===== config.mk =====
export PLATFORM = sky130hd
export DESIGN_NAME = pp_irq_gather
export DESIGN_NICKNAME = d
export VERILOG_FILES = /design/src/rtl/pp_irq_pkg.sv /design/src/rtl/pp_pin_sync.sv /design/src/rtl/pp_dsc_timer.sv /design/src/rtl/pp_sticky_bank.sv /design/src/rtl/pp_irq_gather.sv
export SDC_FILE = /design/constraint.sdc
export NUM_CORES = 1
export LEC_CHECK = 0
export ABC_AREA = 1
export BUFFER_PORTS_ARGS = -buffer_cell sky130_fd_sc_hd__buf_2
export CAP_MARGIN = 20
export CORE_MARGIN = 3
export CORE_UTILIZATION = 45
export DETAILED_ROUTE_END_ITERATION = 8
export PLACE_DENSITY_LB_ADDON = 0.15
export SYNTH_ARGS = -nofsm -noshare
export SYNTH_HDL_FRONTEND = slang
export SYNTH_SLANG_ARGS = --single-unit

===== constraint.sdc =====
create_clock -name clk -period 1.3 [get_ports clk]
set_input_delay 0.195 -clock clk [delete_from_list [all_inputs] [get_ports clk]]
set_output_delay 0.195 -clock clk [all_outputs]
set_load 0.02 [all_outputs]

===== src/rtl/pp_irq_pkg.sv =====
package pp_irq_pkg;

    localparam int NUM_PINS = 6;
    localparam int NUM_SRC  = 7;
    localparam int SNAP_W   = 8;

    // peripheral line positions inside the pin vector
    localparam int PIN_ACK   = 0;
    localparam int PIN_BUSY  = 1;
    localparam int PIN_FAULT = 2;
    localparam int PIN_PERR  = 3;
    localparam int PIN_SEL   = 4;
    localparam int PIN_LHI   = 5;

    // pending bit positions
    localparam int SRC_ACK   = 0;
    localparam int SRC_EPPTO = 1;
    localparam int SRC_FAULT = 2;
    localparam int SRC_BIN   = 3;
    localparam int SRC_BOUT  = 4;
    localparam int SRC_CHG   = 5;
    localparam int SRC_DISC  = 6;

    // snapshot bit positions for the level status fields
    localparam int SNAP_BIN_EMPTY  = 4;
    localparam int SNAP_BOUT_EMPTY = 5;

    typedef enum logic [1:0] {
        DT_IDLE  = 2'd0,
        DT_COUNT = 2'd1,
        DT_DONE  = 2'd2
    } dt_state_e;

endpackage


===== src/rtl/pp_pin_sync.sv =====
module pp_pin_sync #(
    parameter int             W       = 6,
    parameter int             STAGES  = 2,
    parameter logic [W-1:0]   RST_VAL = '0
) (
    input  logic         clk,
    input  logic         rst_n,
    input  logic [W-1:0] din,
    output logic [W-1:0] lvl,
    output logic [W-1:0] rise,
    output logic [W-1:0] fall
);

    generate
        for (genvar i = 0; i < W; i++) begin : g_bit
            // STAGES synchronizer flops plus one history flop
            logic [STAGES:0] sh;

            always_ff @(posedge clk or negedge rst_n) begin
                if (!rst_n) begin
                    sh <= {(STAGES+1){RST_VAL[i]}};
                end else begin
                    sh <= {sh[STAGES-1:0], din[i]};
                end
            end

            assign lvl[i]  = sh[STAGES-1];
            assign rise[i] = sh[STAGES-1] & ~sh[STAGES];
            assign fall[i] = ~sh[STAGES-1] & sh[STAGES];
        end
    endgenerate

endmodule


===== src/rtl/pp_dsc_timer.sv =====
module pp_dsc_timer
    import pp_irq_pkg::*;
#(
    parameter int LIMIT = 48_000_000
) (
    input  logic clk,
    input  logic rst_n,
    input  logic qual,
    output logic fire
);

    localparam int             CW   = $clog2(LIMIT + 1);
    localparam logic [CW-1:0]  LAST = CW'(LIMIT - 1);

    dt_state_e       state;
    dt_state_e       state_nx;
    logic [CW-1:0]   cnt;
    logic            at_last;

    assign at_last = (cnt == LAST);

    // state register
    always_ff @(posedge clk or negedge rst_n) begin
        if (!rst_n) begin
            state <= DT_IDLE;
        end else begin
            state <= state_nx;
        end
    end

    // transitions: ARM, BREAK, EXPIRE, RELEASE
    always_comb begin
        state_nx = state;
        unique case (state)
            DT_IDLE: begin
                if (qual) state_nx = DT_COUNT;          // ARM
            end
            DT_COUNT: begin
                if (!qual)        state_nx = DT_IDLE;   // BREAK
                else if (at_last) state_nx = DT_DONE;   // EXPIRE
            end
            DT_DONE: begin
                if (!qual) state_nx = DT_IDLE;          // RELEASE
            end
            default: state_nx = DT_IDLE;
        endcase
    end

    // outputs and the cycle counter
    always_comb begin
        fire = 1'b0;
        unique case (state)
            DT_COUNT: fire = qual && at_last;
            DT_IDLE,
            DT_DONE:  fire = 1'b0;
            default:  fire = 1'b0;
        endcase
    end

    always_ff @(posedge clk or negedge rst_n) begin
        if (!rst_n) begin
            cnt <= '0;
        end else if (state == DT_COUNT && state_nx == DT_COUNT) begin
            cnt <= cnt + 1'b1;
        end else begin
            cnt <= '0;
        end
    end

endmodule


===== src/rtl/pp_sticky_bank.sv =====
module pp_sticky_bank #(
    parameter int N = 7
) (
    input  logic         clk,
    input  logic         rst_n,
    input  logic [N-1:0] set,
    input  logic         clr,
    output logic [N-1:0] pend
);

    generate
        for (genvar i = 0; i < N; i++) begin : g_flag
            always_ff @(posedge clk or negedge rst_n) begin
                if (!rst_n) begin
                    pend[i] <= 1'b0;
                end else begin
                    // a same-cycle set wins over the read clear
                    pend[i] <= set[i] | (pend[i] & ~clr);
                end
            end
        end
    endgenerate

endmodule


===== src/rtl/pp_irq_gather.sv =====
module pp_irq_gather
    import pp_irq_pkg::*;
#(
    parameter int                    SEC_CYCLES  = 48_000_000,
    parameter int                    SYNC_STAGES = 2,
    parameter logic [NUM_PINS-1:0]   PIN_IDLE    = 6'b110101
) (
    input  logic                 clk,
    input  logic                 rst_n,
    input  logic                 pin_ack_n,
    input  logic                 pin_busy,
    input  logic                 pin_fault_n,
    input  logic                 pin_perr,
    input  logic                 pin_sel,
    input  logic                 pin_logic_hi,
    input  logic                 ecp_mode,
    input  logic                 epp_timeout,
    input  logic                 bin_avail,
    input  logic                 bout_empty,
    input  logic                 ctl_ack_en,
    input  logic [NUM_SRC-2:0]   ctl_mask,
    input  logic                 rd_stb,
    output logic [NUM_SRC-1:0]   pend,
    output logic                 irq,
    output logic [SNAP_W-1:0]    snap
);

    logic [NUM_PINS-1:0] pins_raw;
    logic [NUM_PINS-1:0] pin_lvl;
    logic [NUM_PINS-1:0] pin_rise;
    logic [NUM_PINS-1:0] pin_fall;
    logic [NUM_SRC-1:0]  src_raw;
    logic [NUM_SRC-1:0]  src_en;
    logic [NUM_SRC-1:0]  src_set;
    logic                bout_prev;
    logic                dsc_qual;
    logic                dsc_fire;

    assign pins_raw[PIN_ACK]   = pin_ack_n;
    assign pins_raw[PIN_BUSY]  = pin_busy;
    assign pins_raw[PIN_FAULT] = pin_fault_n;
    assign pins_raw[PIN_PERR]  = pin_perr;
    assign pins_raw[PIN_SEL]   = pin_sel;
    assign pins_raw[PIN_LHI]   = pin_logic_hi;

    pp_pin_sync #(
        .W       (NUM_PINS),
        .STAGES  (SYNC_STAGES),
        .RST_VAL (PIN_IDLE)
    ) u_sync (
        .clk  (clk),
        .rst_n(rst_n),
        .din  (pins_raw),
        .lvl  (pin_lvl),
        .rise (pin_rise),
        .fall (pin_fall)
    );

    // outbound pipeline history for its empty edge
    always_ff @(posedge clk or negedge rst_n) begin
        if (!rst_n) begin
            bout_prev <= 1'b0;
        end else begin
            bout_prev <= bout_empty;
        end
    end

    // detach timeout qualifier: logic-high low, all other lines high
    assign dsc_qual = ~pin_lvl[PIN_LHI] &
                      (&{pin_lvl[PIN_ACK], pin_lvl[PIN_BUSY], pin_lvl[PIN_FAULT],
                         pin_lvl[PIN_PERR], pin_lvl[PIN_SEL]});

    pp_dsc_timer #(
        .LIMIT(SEC_CYCLES)
    ) u_timer (
        .clk  (clk),
        .rst_n(rst_n),
        .qual (dsc_qual),
        .fire (dsc_fire)
    );

    // raw condition sources
    always_comb begin
        src_raw            = '0;
        src_raw[SRC_ACK]   = pin_rise[PIN_ACK];
        src_raw[SRC_EPPTO] = epp_timeout;
        src_raw[SRC_FAULT] = ecp_mode & (pin_fall[PIN_FAULT] | ~pin_lvl[PIN_FAULT]);
        src_raw[SRC_BIN]   = bin_avail;
        src_raw[SRC_BOUT]  = bout_empty & ~bout_prev;
        src_raw[SRC_CHG]   = |(pin_rise | pin_fall);
        src_raw[SRC_DISC]  = pin_fall[PIN_LHI] | dsc_fire;
    end

    // enables: one active-high, the rest active-low masks
    generate
        for (genvar k = 0; k < NUM_SRC; k++) begin : g_en
            if (k == SRC_ACK) begin : g_hi
                assign src_en[k] = ctl_ack_en;
            end else begin : g_lo
                assign src_en[k] = ~ctl_mask[k-1];
            end
        end
    endgenerate

    assign src_set = src_raw & src_en;

    pp_sticky_bank #(
        .N(NUM_SRC)
    ) u_bank (
        .clk  (clk),
        .rst_n(rst_n),
        .set  (src_set),
        .clr  (rd_stb),
        .pend (pend)
    );

    assign irq = |(pend & src_en);

    // snapshot captured on the read strobe
    always_ff @(posedge clk or negedge rst_n) begin
        if (!rst_n) begin
            snap <= '0;
        end else if (rd_stb) begin
            snap                  <= '0;
            snap[SRC_BIN:SRC_ACK] <= pend[SRC_BIN:SRC_ACK];
            snap[SNAP_BIN_EMPTY]  <= ~bin_avail;
            snap[SNAP_BOUT_EMPTY] <= bout_empty;
        end
    end

endmodule


### Word-level counts from Yosys, hierarchy flattened

Index checks and enable logic that the tools add are counted.

| operators by class | value |
|---|---|
| add/subtract/negate cells | 1 |
| equality and inequality tests | 4 |
| muxes and demuxes | 7 |
| bitwise operators | 55 |
| reduce and logical (&&, ||, !) cells | 6 |

Operators with widths:

| cell | number |
|---|---|
| $add 26x1->26 const B | 1 |
| $eq 26x26->1 const B | 1 |
| $mux 26 | 1 |
| $and 1x1->1 | 22 |
| $not 1->1 | 21 |
| $and 7x7->7 | 2 |
| $or 1x1->1 | 9 |
| $mux 2 | 4 |
| $reduce_or 7->1 | 1 |
| $or 6x6->6 | 1 |
| $pmux 2 s3 | 1 |
| $reduce_or 6->1 | 1 |
| $reduce_and 5->1 | 1 |
| $eq 2x1->1 const B | 2 |
| $eq 2x2->1 const B | 1 |
| $logic_and 1x1->1 | 2 |
| $logic_not 2->1 | 1 |
| $mux 1 | 1 |

| word-level totals | value |
|---|---|
| input bits | 20 |
| register bits | 60 |

### Logic depth before layout (Yosys ltp)

Gate-level depths: netlist of the first run.

| depth | value |
|---|---|
| depth in word-level cells | 7 |
| gate-level depth with buffers | 10 |
| depth with buffers taken out | 10 |

### Modules after synthesis

Synthesis of the first run repeated with hierarchy kept, for this count alone.

| second synthesis, totals | value |
|---|---|
| cells, all modules | 373 |
| area, all modules | 2999.1 µm² |

Modules (own cells, without submodules):

| module | cells an instance | instances | area each (µm²) | seq. area each (µm²) |
|---|---|---|---|---|
| pp_dsc_timer | 230 | 1 | 1709.1 | 700.7 |
| pp_pin_sync | 48 | 1 | 600.6 | 465.4 |
| pp_irq_gather | 66 | 1 | 431.7 | 175.2 |
| pp_sticky_bank | 29 | 1 | 257.7 | 175.2 |

### Worst setup path after synthesis of the first run

Ideal clock, no wire load.

| timing path | value |
|---|---|
| path type | register -> register |
| start | register u_timer.cnt[0] |
| end | register u_timer.cnt[22] |
| data required time | 1.180 ns |
| stages on the path, launching flop included | 10 |
| setup slack | -0.119 ns |
| library setup time | 0.120 ns |
| path buffers | 1 |
| data arrival time | 1.299 ns |
| cells stage by stage | dfrtp_1 > ha_1 > nand2_1 > nor2_2 > nand2_2 > nor2_2 > nand2_2 > nand4_4 > buf_6 > nor2_1 |

| on the way | value |
|---|---|
| cells in the longest elaborated chain, start to end | 7 |
| elaborated cells on any way between the ends | 8 |
| classes of those cells | 1 x add/sub; 2 x eq/ne; 4 x mux; 1 x reduce/logical |

Ends and longest elaborated chain:

| what | line | RTL |
|---|---|---|
| start, declared | pp_dsc_timer.sv:17 | `logic [CW-1:0] cnt;` |
| start signal, assigned | pp_dsc_timer.sv:64 | `cnt <= cnt + 1'b1;` |
| $eq 26x26->1 | pp_dsc_timer.sv:20 | `assign at_last = (cnt == LAST);` |
| $mux 2 | pp_dsc_timer.sv:40 | `else if (at_last) state_nx = DT_DONE;` |
| $mux 2 | pp_dsc_timer.sv:39 | `if (!qual) state_nx = DT_IDLE;` |
| $pmux 2 s3 | pp_dsc_timer.sv:34 | `unique case (state)` |
| $eq 2x1->1 | pp_dsc_timer.sv:63 | `end else if (state == DT_COUNT && state_nx == DT_COUNT) begin` |
| $logic_and 1x1->1 | pp_dsc_timer.sv:63 |  |
| $mux 26 * | pp_dsc_timer.sv:63 |  |

Every way passes the cells marked *; elsewhere a longest branch is shown, timed or not.
A chain may end at the register's enable or synchronous reset.

### Final worst setup path of the first run

| timing path | value |
|---|---|
| start | register u_timer.cnt[1] |
| end | register u_timer.cnt[12] |

Same word-level chain as after synthesis.

==> results.md, run 1 <==
- GP Congestion: 0.840
- H-tree levels: 3
- Initial DRC count: 112
- Int Pwr: 3220 uW
- Post-route insts no fill: 519
- Worst Setup Path Type: reg2reg
- Worst EP arrival: 1.87 ns
- Period minus WS final: 1.61 ns
- Fin. Hold Viols: 0
- Post-Place Cells: 476
- Max-cap viol count: 0
- Clock Latency Late Sink: 0.33 ns
- Grt ovf: 0
- Via density: 4.83
- Mapped Area: 2820 um2
- Vias in the first global route: 2,544
- Layout area overhead: 50.0%
- Grt met3 use: 0.0553
- Sequential element share of the synthesized area: 0.538
- Failing checks: setup timing
- Outcome: finished, violations left
- Yosys warning total: 0
- Synth Area per Inst: 8.81 um2
- Total negative slack: -6.77 ns
- Max FO, Critical Path: 5
- VDD IR-drop max: 0.000961 V
- Register bit total from synthesis: 60
- Die area: 7250 um2
- CP Data Required Time: 1.56 ns
- Root buf cell: clkbuf_8
- Share of total power in sequential cells: 0.476
- Hold WC Path Type: in2reg
- Core area: 5990 um2
- Ys flop type: dfrtp_1
- Clock Path Buffers: 2
- GRT Overall Usage: 0.214
- M1 GR Usage: 0.284
- EDFF count, synth: 0
- Fin worst setup slack: -0.311 ns
- Drt pass-1 iters: 4
- TritonCTS clock tree: yes
- Placement row count: 28
- Final ANT Viol Nets: 0
- Final HPWL DP: 4.32 mm
- Fmax achieved: 621 MHz
- Hold Slack: 0.0593 ns
- Initial antenna violation count: 0
- Combinational share of power: 0.081
- Period utilization: 1.24
- ANT cells: 0
- Routed len/inst: 13.6 um
- Grt met2 use: 0.326
- Setup violators final: 31
- Final Max Slew Viols: 0
- RSZ-0062 raised after global routing: yes
- Busiest grt layer: met2
- Die W: 85.2 um
- Vert. Die Dim: 85.2 um
- Post-route DRC: 0
- Sw Pwr: 946 uW
- Via Count: 2,506
- Net Sw Frac: 0.227
- Port Buffers: 33
- Startpoint Class: flop
- Clock share of power: 0.444
- Leakage power total: 0.00193 uW
- Nets: 462
- Yosys cell types: 32
- TritonCTS Sinks: 60
- First-pass GRT wire length: 11.9 mm
- Post-Synthesis Cells: 320
- Initial Util: 0.471
- Pwr Total: 4170 uW
- Crit. End Element: flop
- Post-Route WL: 7.04 mm
- Pwr dens: 986 nW/um2
- Clk pin slew, worst setup/hold paths: 0.07 ns
- Largest net degree at the start of global routing: 34
- Total CTS buffers: 9
- Clk_skew: 0.00490 ns
- IO Count: 36
- Post-synth ARST share: 1.00
- Layout cells sized above 1: 0.450
cell type report:
| class | count | area [um2] |
|---|---|---|
| clock inverter | 4 | 72.6 |
| clock buffer | 12 | 145 |
| tap | 75 | 93.8 |
| inverter | 46 | 173 |
| fill | 439 | 1760 |
| sequential | 60 | 1520 |
| timing repair buffer | 112 | 901 |
| multi-input combinational | 210 | 1330 |
cells in the final DEF (no fill, tap or decap), drive strengths merged, types with 2 or more instances in the layout:
cell type,Yosys,layout
o32ai,2,2
bufinv,0,2
dfstp,12,12
o22ai,3,3
clkbuf,1,12
nand2,75,75
buf,4,104
conb,1,2
inv,46,46
nor2,62,62
nor3,13,13
dlygate4sd3,0,8
xor2,14,14
o21ai,6,6
dfrtp,48,48
nand4,7,7
nand3,10,10
ha,3,3
xnor2,7,7
registers in the layout, indices dropped and copies added (netlist names):
register         cells
u_bank.pend          7
bout_prev            1
u_timer.state        2
u_sync.g_bit.sh     18
u_timer.cnt         26
snap                 6
logic make-up (layout without fill, tap and decap cells):
logic type                 count (synthesis)  count (layout)  share of synthesized area
AOI/OAI and AO/OA                         16              16                     0.0373
xor gates and xnor gates                  21              21                     0.0652
adders and majority gates                  3               3                     0.0133
buffers and inverters                     51             174                     0.0759
DFF                                       60              60                      0.538
other                                      1               2                    0.00133
and+or+nand+nor                          168             168                      0.269
per-layer routing:
metal	share of wire	vias to the layer above
met1	0.44	1196
met3	0.050	18
met2	0.48	60
li1	-	1232
met5	0	-
met4	0.027	0
stage by stage:
step / setup slack, ns / area [um2] / util
2_1_floorplan: -0.0770 / 2840 / -
5_1_grt: -0.447 / 4230 / 0.706
3_3_place_gp: -0.126 / 3480 / 0.582
6_report: -0.311 / 4230 / 0.706
4_1_cts: -0.259 / 4180 / 0.697
3_5_place_dp: -0.159 / 3480 / 0.582
synthesized netlist by cell type, types with 3 or more instances:
master,instances,area share
nand3_1,9,0.016
xor2_1,14,0.043
nand2_1,69,0.092
dfrtp_1,48,0.43
o22ai_1,3,0.0067
xnor2_1,7,0.022
nor2_1,52,0.069
nor2_2,8,0.018
dfstp_2,12,0.11
nor3_1,12,0.021
nand4_1,6,0.013
ha_1,3,0.013
o21ai_0,6,0.011
nand2_2,5,0.011
inv_1,45,0.060
power groups by stage:
stage	clock network (uW)	logic, uW	registers [uW]
3_5_place_dp	0	290	2010
5_1_grt	1990	375	1990
4_1_cts	1890	326	1980
2_1_floorplan	0	87.3	2060
3_3_place_gp	0	285	2010
6_report	1850	337	1980
repair_timing:
item / in CTS / in global routing
gates cloned: 3 / 0
hold endpoints to repair: 55 / 0
pin swaps: 27 / 13
endpoints found under the setup margin: 31 / 31
gates resized for setup: 63 / 8
setup buffers: 14 / 4
hold buffers: 8 / 0
critical path: stages (launching register included):
cell	delay [ns]
dfrtp_1	0.37
ha_2	0.20
nand2_2	0.08
nor2_4	0.13
nand2_4	0.08
buf_6	0.13
nor2_4	0.17
buf_4	0.15
inv_2	0.03
nand2_1	0.04
inv_1	0.05
nor3_2	0.10
worst paths after layout:
path,start,end,slack (ns),depth (start not counted)
worst min-delay path,bin_avail,snap[4],0.06,2
worst max-delay path,u_timer.cnt[1],u_timer.cnt[12],-0.31,11
min in group asynchronous,rst_n,snap[3],0.39,3
worst max register to register,u_timer.cnt[1],u_timer.cnt[12],-0.31,11
max in group asynchronous,rst_n,u_sync.g_bit[5].sh[0],0.66,3
worst min register to register,u_sync.g_bit[1].sh[0],u_sync.g_bit[1].sh[1],0.35,0
(Power assumes the default switching activity.)
==> run 2, diff against run 1 <==
Settings changed: ABC_AREA 1 to not set.
==> results.md, run 2 <==
- Fin. Hold Viols: 0
- End of the critical path: u_timer.cnt[6]
- Dpl cell area: 3490 um2
- Largest area contributor in the netlist: dfrtp_1
- Layout cells sized above 1: 0.556
- Clock Path Buffers: 2
- TritonCTS clock tree: yes
- Outcome: finished, violations left
- Ranking of synthesized cells by area: dfrtp_1 (44%), dfstp_2 (12%), mux2_2 (2.5%)
- Mapped Area: 2720 um2
- RSZ-0062 raised after global routing: yes
- Ys flop type: dfrtp_1
- Total CTS buffers: 9
- Yosys warning total: 0
- Worst EP arrival: 2.07 ns
- Grt met2 use: 0.299
- Period minus WS final: 1.81 ns
- Grt met3 use: 0.0513
- Int Pwr: 2990 uW
- CP Cell Sequence: nand4_1 > or4b_4 > or2_4 > buf_12 > nor3_2
- Sw Pwr: 931 uW
- Net Sw Frac: 0.238
- FF-to-FF setup slack: -0.51 ns
- Largest net degree at the start of global routing: 61
- Vert. Die Dim: 83.7 um
- Total negative slack: -13.64 ns
- Core area: 5680 um2
- Leakage power total: 0.00172 uW
- First-pass GRT wire length: 10.8 mm
- Hold WC Path Type: in2reg
- Most frequent cells in the layout: buf_4 (63), dfrtp_1 (48), buf_2 (32), inv_1 (13), dfstp_2 (12)
- Initial antenna violation count: 0
- Clock share of power: 0.404
- Area taken by multi-input logic gates: 1320 um2
- Fmax achieved: 552 MHz
- TritonCTS Sinks: 60
- Placement row count: 27
- Post-Synthesis Cells: 237
- Failing checks: setup timing
- Top-count cell post-synth: dfrtp_1
- Register bit total from synthesis: 60
- Post-synth ARST share: 1.00
- FF+latch area: 1520 um2
- Clk pin slew, worst setup/hold paths: 0.06 ns
- Max-cap viol count: 0
- Critical R2R Capture: u_timer.cnt[6]
- Commonest non-fill, non-tap cell in the layout: buf_4
- Worst r2r path cells: 5
- Final Util: 0.710
- Root buf cell: clkbuf_8
- Clock Latency Late Sink: 0.34 ns
- Final Max Slew Viols: 0
- Port Buffers: 33
- CP Data Required Time: 1.56 ns
- H-tree levels: 3
- Via Count: 2,246
- Period utilization: 1.39
- Largest register FFs: 26
- Max FO, Critical Path: 14
- Routed len/inst: 15.2 um
- GRT Overall Usage: 0.195
- Grt ovf: 0
- Initial DRC count: 57
- Final ANT Viol Nets: 0
- Crit. End Element: flop
- Final HPWL DP: 4.36 mm
- Nets: 369
- Initial Util: 0.478
- Fin area: 4030 um2
- Biggest regs: u_timer.cnt (26), u_sync.g_bit.sh (18), u_bank.pend (7)
- Vias in the first global route: 2,271
- Yosys cell types: 55
- Hold depth: 2
- Die area: 7000 um2
- Via density: 5.31
- Synth Area per Inst: 11.5 um2
- Setup violators final: 31
- Post-route DRC: 0
- Top cells by count, synth: dfrtp_1 (48), inv_1 (16), nor3_1 (13), dfstp_2 (12)
- Busiest grt layer: met2
- IO Count: 36
- M1 GR Usage: 0.264
- Die W: 83.7 um
- Sequential element share of the synthesized area: 0.559
- # fillers: 439
- Startpoint Class: flop
- CP max-delay cell: dfstp_2
- Combinational share of power: 0.089
- EDFF count, synth: 0
- Layout area overhead: 48.3%
- Clk_skew: 0.00900 ns
- FF-to-FF Start: u_sync.g_bit[2].sh[1]
- Post-Route WL: 6.43 mm
- Fin worst setup slack: -0.512 ns
- Worst Setup Path Type: reg2reg
- Pwr dens: 973 nW/um2
- Share of total power in sequential cells: 0.507
- Slowest stage delay, CP: 0.53 ns
- Critical path startpoint: u_sync.g_bit[2].sh[1]
- GP Congestion: 0.853
- Yosys top cell area share: 0.442
- VDD IR-drop max: 0.000905 V
- ANT cells: 0
- Drt pass-1 iters: 4
- Largest reg by FF count: u_timer.cnt
run 2: repair_timing:
action | in CTS | in global routing
setup buffers | 1 | 5
pin swaps | 8 | 13
setup endpoints to repair | 31 | 31
gates cloned | 0 | 1
endpoints found under the hold margin | 55 | 0
hold buffers | 8 | 0
gates resized for setup | 25 | 19
run 2: layer usage:
layer	share of wire	up-vias
met5	0	-
met4	0.017	0
met3	0.039	12
met2	0.49	51
met1	0.45	1084
li1	-	1099
run 2: worst min path at each step:
stage | from | endpoint
after floorplan | rst_n | bout_prev
after global placement | rst_n | u_bank.pend[4]
after detailed placement | rst_n | u_bank.pend[4]
after CTS | ctl_mask[4] | u_bank.pend[5]
after global routing | ctl_mask[4] | u_bank.pend[5]
final | ctl_mask[4] | u_bank.pend[5]
run 2: area by class of cell:
type                            instances  area share
Multi-Input combinational cell        148       0.328
Inverter                               16      0.0155
Clock buffer                           11      0.0326
Timing Repair Buffer                  111       0.212
Clock inverter                          5      0.0134
Tap cell                               72      0.0224
Sequential cell                        60       0.377
run 2: kinds of logic (layout without fill, tap and decap cells):
kind of cell    Yosys count  after routing  synth area share
compound gates           39             39             0.117
xor+xnor                 13             13            0.0419
fa+ha+maj                 3              3            0.0138
buf+inv                  30            143            0.0507
flops                    60             60             0.559
mux                       6              6            0.0249
other cells               1              2           0.00138
simple gates             85             85             0.192
run 2: power by group through the flow:
stage	clock (uW)	sequential, uW	combinational (uW)
after floorplan	0	2070	92.8
after global placement	0	2010	299
after detailed placement	0	2020	304
after CTS	1630	1990	333
after global routing	1710	2000	380
final	1580	1990	348
run 2: metrics by stage:
step	instances	hold WS [ns]	power, uW	setup WS [ns]
finish	423	0.0428	3920	-0.512
global route	423	0.0409	4090	-0.611
CTS	418	0.0178	3950	-0.547
detailed placement	393	0.229	2320	-0.634
global placement	393	0.224	2310	-0.555
floorplan	238	-0.101	2160	-0.574
run 2: critical path: cells and delay by family (launching register included):
kind / cells / cell delay, ns
flip-flops: 1 / 0.53
AND/OR/NAND/NOR: 4 / 1.05
buffers and inverters: 1 / 0.16
==> run 3, diff against run 2 <==
Settings changed: PLACE_DENSITY set to 0.72, PLACE_DENSITY_LB_ADDON 0.15 to not set.
==> results.md, run 3 (synthesis gave the netlist of run 2 again) <==
- Commonest non-fill, non-tap cell in the layout: buf_4
- First-pass GRT wire length: 11.2 mm
- FF-to-FF Start: u_sync.g_bit[2].sh[1]
- Core area: 5680 um2
- Placement row count: 27
- Root buf cell: clkbuf_8
- Max FO, Critical Path: 16
- Layout cells sized above 1: 0.544
- CP max-delay cell: dfstp_2
- Period minus WS final: 1.86 ns
- CP Cell Sequence: nand4_1 > or4b_4 > or2_4 > buf_12 > a211oi_2
- Post-route insts no fill: 421
- Post-Route WL: 6.79 mm
- Fmax achieved: 536 MHz
- Post-Place Cells: 395
- Clock Latency Late Sink: 0.34 ns
- Via density: 5.39
- Worst r2r path cells: 5
- Fin worst setup slack: -0.564 ns
- Biggest regs: u_timer.cnt (26), u_sync.g_bit.sh (18), u_bank.pend (7)
- Drt pass-1 iters: 4
- Kind of cell adding the most delay to the critical path: simple AND/OR/NAND/NOR gates
- Final Util: 0.700
- TritonCTS clock tree: yes
- Largest register FFs: 26
- Most frequent cells in the layout: buf_4 (64), dfrtp_1 (47), buf_2 (32), inv_1 (13), dfstp_2 (12)
- FF-to-FF setup slack: -0.56 ns
- Buf/Inv on CP: 1
- Worst Setup Path Type: reg2reg
- Crit. End Element: flop
- CP Data Required Time: 1.54 ns
- Critical path startpoint: u_sync.g_bit[2].sh[1]
- Port Buffers: 33
- Initial DRC count: 161
- Startpoint Class: flop
- WP depth: 5
- GRT Overall Usage: 0.201
- Final Max Slew Viols: 0
- RSZ-0062 raised after global routing: yes
- Routed len/inst: 16.1 um
- IO Count: 36
- Leakage power total: 0.00169 uW
- Post-route DRC: 0
- Setup violators final: 31
- Max-cap viol count: 0
- Clk_skew: 0.0114 ns
- Largest reg by FF count: u_timer.cnt
- Final HPWL DP: 4.45 mm
- Pwr dens: 1010 nW/um2
- End of the critical path: u_timer.cnt[14]
- Nets: 367
- Initial antenna violation count: 0
- Clk pin slew, worst setup/hold paths: 0.08 ns
- Outcome: finished, violations left
- TritonCTS Sinks: 60
- Period utilization: 1.43
- Vert. Die Dim: 83.7 um
- Failing checks: setup timing
- Via Count: 2,271
- Critical R2R Capture: u_timer.cnt[14]
- Largest net degree at the start of global routing: 61
- GP Congestion: 0.852
- Total CTS buffers: 9
- Hold WC Path Type: in2reg
- VDD IR-drop max: 0.000791 V
- Final ANT Viol Nets: 0
- Worst EP arrival: 2.11 ns
- Fin. Hold Viols: 0
- H-tree levels: 3
- Vias in the first global route: 2,265
- Clock Path Buffers: 2
- ANT cells: 0
- Initial Util: 0.478
- Grt ovf: 0
- Layout area overhead: 46.2%
- Slowest stage delay, CP: 0.53 ns
- Die area: 7000 um2
- Die W: 83.7 um
==> run 3: stage by stage <==
stage	power [uW]	hold slack (ns)	worst slack (ns)	instance area, um2	TNS (ns)
floorplan	2160	-0.101	-0.574	2830	-14.64
global placement	2310	0.220	-0.560	3520	-14.45
detailed placement	2320	0.223	-0.676	3520	-15.66
CTS	4050	0.0294	-0.607	3950	-15.77
global route	4180	0.0529	-0.641	3970	-17.42
finish	4020	0.0395	-0.564	3970	-14.64
==> run 3: worst min path at each step <==
stage	startpoint	endpoint	slack (ns)	depth (start not counted)
floorplan	rst_n	bout_prev	-0.10	0
global placement	rst_n	u_sync.g_bit[3].sh[0]	0.22	2
detailed placement	rst_n	u_sync.g_bit[3].sh[1]	0.22	2
CTS	ctl_mask[4]	u_bank.pend[5]	0.03	2
global route	ctl_mask[4]	u_bank.pend[5]	0.05	2
finish	ctl_mask[4]	u_bank.pend[5]	0.04	2
==> run 3: cell type report <==
| class | instances | area, um2 |
|---|---|---|
| Clock inverter | 7 | 75.1 |
| Fill cell | 390 | 1710 |
| Tap cell | 72 | 90.1 |
| Inverter | 16 | 62.6 |
| Clock buffer | 9 | 124 |
| Timing Repair Buffer | 109 | 812 |
| Sequential cell | 60 | 1520 |
| Multi-Input combinational cell | 148 | 1290 |
==> run 3: routing by layer <==
layer | part of all wire | global-route usage | vias to the layer above
li1 | - | - | 1095
met1 | 0.43 | 0.267 | 1117
met2 | 0.51 | 0.325 | 53
met3 | 0.040 | 0.0375 | 6
met4 | 0.012 | 0.0760 | 0
met5 | 0 | 0 | -
==> run 3: power breakdown <==
group | total [uW] | internal [uW] | switching [uW]
clock network | 1680 | 893 | 788
logic | 347 | 153 | 194
registers | 1990 | 1950 | 37.7
total | 4020 | 3000 | 1020
==> run 3: timing repair <==
action / CTS / global route
setup buffers: 2 / 0
endpoints found under the hold margin: 55 / 0
hold buffers: 8 / 0
resized for setup: 28 / 4
setup endpoints to repair: 31 / 31
pin swaps: 7 / 5
==> run 3: worst register-to-register path, delay by kind of cell (launching register included) <==
| family | cells | cell delay, ns |
|---|---|---|
| simple gates | 3 | 0.91 |
| flops | 1 | 0.53 |
| buf+inv | 1 | 0.16 |
| compound gates | 1 | 0.17 |
